`src/rtl/qirq_selector.sv`:
```
module qirq_selector #(
  parameter int HALF_Q = 32,
  localparam int NSRC = HALF_Q / 8,
  localparam int AW = $clog2(NSRC + 4)
) (
  input  logic              clk,
  input  logic              rst_n,
  input  logic [4*HALF_Q-1:0] lo_flags,
  input  logic [HALF_Q-1:0] hi_nempty,
  input  logic              reg_we,
  input  logic [AW-1:0]     reg_addr,
  input  logic [31:0]       reg_wdata,
  output logic [31:0]       reg_rdata,
  output logic              irq_lo,
  output logic              irq_hi
);
  localparam logic [AW-1:0] A_EN_LO = AW'(NSRC);
  localparam logic [AW-1:0] A_EN_HI = AW'(NSRC + 1);
  localparam logic [AW-1:0] A_ST_LO = AW'(NSRC + 2);
  localparam logic [AW-1:0] A_ST_HI = AW'(NSRC + 3);

  logic [2:0]        src [HALF_Q];
  logic [HALF_Q-1:0] cond_lo, cond_hi, cond_lo_q, cond_hi_q;
  logic [HALF_Q-1:0] en_lo, en_hi, st_lo, st_hi;
  logic [HALF_Q-1:0] set_lo, set_hi, clr_lo, clr_hi;
  logic [7:0]        unused_rsv;

  for (genvar q = 0; q < HALF_Q; q++) begin : g_q
    logic [3:0] fl;
    assign fl = lo_flags[4*q +: 4];
    assign cond_lo[q] = fl[src[q][1:0]] ^ src[q][2];
    always_ff @(posedge clk or negedge rst_n)
      if (!rst_n) src[q] <= '0;
      else if (reg_we && reg_addr == AW'(q / 8)) src[q] <= reg_wdata[4*(q%8) +: 3];
  end

  for (genvar i = 0; i < 8; i++) begin : g_rsv
    assign unused_rsv[i] = reg_wdata[4*i+3];
  end

  assign cond_hi = ~hi_nempty;
  assign set_lo  = cond_lo & ~cond_lo_q & en_lo;
  assign set_hi  = cond_hi & ~cond_hi_q & en_hi;
  assign clr_lo  = (reg_we && reg_addr == A_ST_LO) ? reg_wdata[HALF_Q-1:0] : '0;
  assign clr_hi  = (reg_we && reg_addr == A_ST_HI) ? reg_wdata[HALF_Q-1:0] : '0;

  always_ff @(posedge clk or negedge rst_n) begin
    if (!rst_n) begin
      cond_lo_q <= '0;
      cond_hi_q <= '0;
      en_lo     <= '0;
      en_hi     <= '0;
      st_lo     <= '0;
      st_hi     <= '0;
    end else begin
      cond_lo_q <= cond_lo;
      cond_hi_q <= cond_hi;
      if (reg_we && reg_addr == A_EN_LO) en_lo <= reg_wdata[HALF_Q-1:0];
      if (reg_we && reg_addr == A_EN_HI) en_hi <= reg_wdata[HALF_Q-1:0];
      st_lo <= (st_lo & ~clr_lo) | set_lo;
      st_hi <= (st_hi & ~clr_hi) | set_hi;
    end
  end

  assign irq_lo = |(st_lo & en_lo);
  assign irq_hi = |(st_hi & en_hi);

  always_comb begin
    reg_rdata = '0;
    case (reg_addr)
      A_EN_LO: reg_rdata[HALF_Q-1:0] = en_lo;
      A_EN_HI: reg_rdata[HALF_Q-1:0] = en_hi;
      A_ST_LO: reg_rdata[HALF_Q-1:0] = st_lo;
      A_ST_HI: reg_rdata[HALF_Q-1:0] = st_hi;
      default:
        for (int q = 0; q < HALF_Q; q++)
          if (reg_addr == AW'(q / 8)) reg_rdata[4*(q%8) +: 3] = src[q];
    endcase
  end
endmodule


```
`config.mk`:
```
export PLATFORM = sky130hd
export DESIGN_NAME = qirq_selector
export DESIGN_NICKNAME = d
export VERILOG_FILES = /design/src/rtl/qirq_selector.sv
export SDC_FILE = /design/constraint.sdc
export NUM_CORES = 1
export LEC_CHECK = 0
export ABC_CLOCK_PERIOD_IN_PS = 2100
export BUFFER_PORTS_ARGS = -buffer_cell sky130_fd_sc_hd__buf_2
export CORE_ASPECT_RATIO = 1.5
export CORE_UTILIZATION = 57
export CTS_CLUSTER_DIAMETER = 60
export DETAILED_ROUTE_END_ITERATION = 10
export PLACE_DENSITY = 0.87
export SETUP_SLACK_MARGIN = 0.5
export SLEW_MARGIN = 5
export SYNTH_ARGS = -nofsm -noshare
export SYNTH_HDL_FRONTEND = slang
export SYNTH_SLANG_ARGS = --single-unit
```
`constraint.sdc`:
```
create_clock -name clk -period 2.1 [get_ports clk]
set_clock_uncertainty 0.1 [all_clocks]
set_input_delay 0.315 -clock clk [delete_from_list [all_inputs] [get_ports clk]]
set_output_delay 0.315 -clock clk [all_outputs]
set_load 0.05 [all_outputs]
```
==> impl_results.md <==
- Status: finished with violations
- Violated checks: negative hold slack, negative setup slack
- Crit-path slowest cell: or4_4
- Gpl congestion: roughly 0.9
- Synth Area in XOR/XNOR: 2.07%
- Min-delay src: reg_wdata[13]
- CTS sink cnt: 288
- Die H: 191 um
- Power, Total: 21300 uW
- Multi-input gate area: 6420 um^2
- Setup WS post-layout: -658 ps
- Post-Syn Instances: 1009
- Leak: 0.00842 uW
- Non-filler cells in the finished layout: about 1700
- Top cell type's share of synthesized area: between 50 and 60%
- Post-layout min period: between 2000 and 3000 ps
- Top post-synthesis cells by count: 288 x dfrtp_1, 126 x mux2_2, 96 x inv_1
- DIE WIDTH: 128 um
- Initial antenna violation count: 5
- DRT iter0 DRCs: 1565
- DP HPWL: 28600 um
- Final routed DRC violation total: 0
- Synthesized area: 13600 um^2
- Synth Area in Adders: 0%
- I/O pin count: 232
- Register area: 7230 um^2
- Largest family of logic cells by synthesized area: multiplexers
- Hold Worst Slack: -1.25 ps
- Worst r2r src: src[78]
- Leading area contributor after synthesis: dfrtp_1
- Remaining antenna violation count: 0
- Compound-cell area share of the yosys netlist: 9.75%
- Setup-failing EPs final: 34
- Final count of hold timing violations: 1
- First-pass GRT wire length: around 74000 um
- Worst setup EP type: output port
- Max-slew violation count: 0
- WL/cell: 30.3 um
- Fmax: ~0.36 GHz
- Synthesis Warnings: 0
- EDFF count, synth: 0
- Clk root buf: clkbuf_16
- Post-synthesis mux area share: 25.3%
- H-Tree Depth: 1
- CP startpoint kind: register
- Syn Nets: 1207
- Core Footprint: approximately 23000 um^2
- Number of global-route vias before repair: 12400
- Synth Area in Simple Gates: under 10%
- Drt total wl: roughly 52000 um
- Clock Latency Late Sink: 550 ps
- Main synth FF type: dfrtp_1
- Initial Util: 58.6%
- Syn_area_per_cell: between 10 and 15 um^2
- Dpl cells: 1576
- Largest net degree at the start of global routing: 68
- Unrepaired setup endpoints after global routing: yes
- Area delta synth->final: 36.5%
- Yosys cell types: 28
- Worst Tran Pin Value: approximately 590 ps
- Site Rows: 68
- Share of cells above drive strength 1: 50.2%
- Max cap viols: 0
- CP startpoint: st_lo[29]
- Synth top area cells: dfrtp_1 53%, mux4_2 15%, mux2_2 10%
- DRT Pass-1 Iters: 8
- Critical Path RT: 1680 ps
- GRT Total Usage: 41.6%
- Gr ovfl total: 0
- Seq/Total Area, Yosys: 53.2%
- Crit-path cells: a22oi_2 > buf_4 > nand4_1 > or4_4 > buf_8
- VDD IR max: 1.03 mV
- CTS Buffer Depth: 3
- Core Util, Final: 79.9%
- Slew headroom: 60.6%
- Critical Path Max Stage Delay: between 500 and 600 ps
- Worst-path maximum fanout: 2
- Via density: 6.88
- WP data arrival: 2340 ps
- Clock transition at path regs: 70 ps
- Area of the die: 24400 um^2
- Asr flop ratio synth: 100%
- Synth Register Bits: 288
- Fin crit share: 131%
- TritonCTS clock tree: yes
- Via count: 11900
- Clock buffer count from CTS: 27
- Post-layout net count: 1585
- Worst Setup Path Type: reg -> out
- PwrDens: 1150 nW/um^2
- Most common cell in the netlist: dfrtp_1
- Worst hold path type: in -> reg
- Filler Cells Inserted: 1112
- I/O Buffers: 231
cell usage in the layout (no fill, tap or decap), types with 45 or more instances in the layout:
master	count
buf_2	195
mux2_2	54
dfrtp_1	270
buf_6	45
o21ai_0	56
nand2_1	89
inv_1	96
buf_4	62
mux4_2	88
dlygate4sd3_1	53
mux2_4	74
metal layers:
metal  share of wire, %  GRT usage (%)  up-vias
li1                   -              -     4389
met1                 30           47.0     5841
met2                 48           66.8     1196
met3                 12           11.1      426
met4                 10           32.8        6
met5               0.13              0        -
critical path, delay by kind of cell, from the launching register on:
| kind | cells | cell delay [ps] |
|---|---|---|
| buffers and inverters | 2 | 360 |
| AND/OR/NAND/NOR | 2 | 650 |
| flip-flops | 1 | 410 |
| AO/OA/AOI/OAI | 1 | 380 |
registers in the layout, indices dropped and copies added (netlist names):
name and count:
en_hi 32, cond_lo_q 32, cond_hi_q 32, st_hi 32, st_lo 32, src 96
en_lo 32
what timing repair did:
action | in CTS | in global routing
hold buffers | 53 | 0
hold endpoints to repair | 359 | 0
pin swaps | 6 | 11
endpoints found under the setup margin | 65 | 67
gates resized for setup | 142 | 36
buffers inserted | 14 | 30
final cells by class:
type / count / share of cell area (%)
antenna: 2 / 0.0271
clock buffer: 33 / 3.99
clock inverter: 16 / 0.981
inverter: 96 / 1.95
multi-input combinational: 580 / 34.7
sequential: 288 / 39.1
tap: 315 / 2.13
timing repair buffer: 394 / 17.1
per-stage QoR:
step / setup slack [ps] / area [um^2] / setup TNS [ps]
2_1_floorplan: 255 / 14000 / 0
3_3_place_gp: -83.8 / 15900 / -533
3_5_place_dp: -74.8 / 15900 / -952
4_1_cts: -528 / 18100 / -8040
5_1_grt: -774 / 18500 / -10150
6_report: -658 / 18500 / -9450
report_power, final:
group	leakage [uW]	internal [uW]	switching [uW]	total [uW]
clock network	0.000450	2890	2340	5240
registers	0.00334	7020	1790	8810
logic	0.00462	3770	3480	7250
logic make-up after synthesis:
group           after synthesis
xor+xnor                     32
flops                       288
buf+inv                     141
compound gates              184
mux                         216
simple gates                148
path summary, 6_finish.rpt:
path / slack, ps / depth (start not counted) / end
worst max-delay path: -660 / 5 / irq_lo
worst max register to register: 330 / 3 / st_lo[5]
min in group asynchronous: 140 / 2 / src[30]
worst min register to register: 430 / 2 / en_hi[19]
worst min-delay path: -1 / 2 / src[61]
max in group asynchronous: 1030 / 3 / src[17]
(Power assumes the default switching activity.)
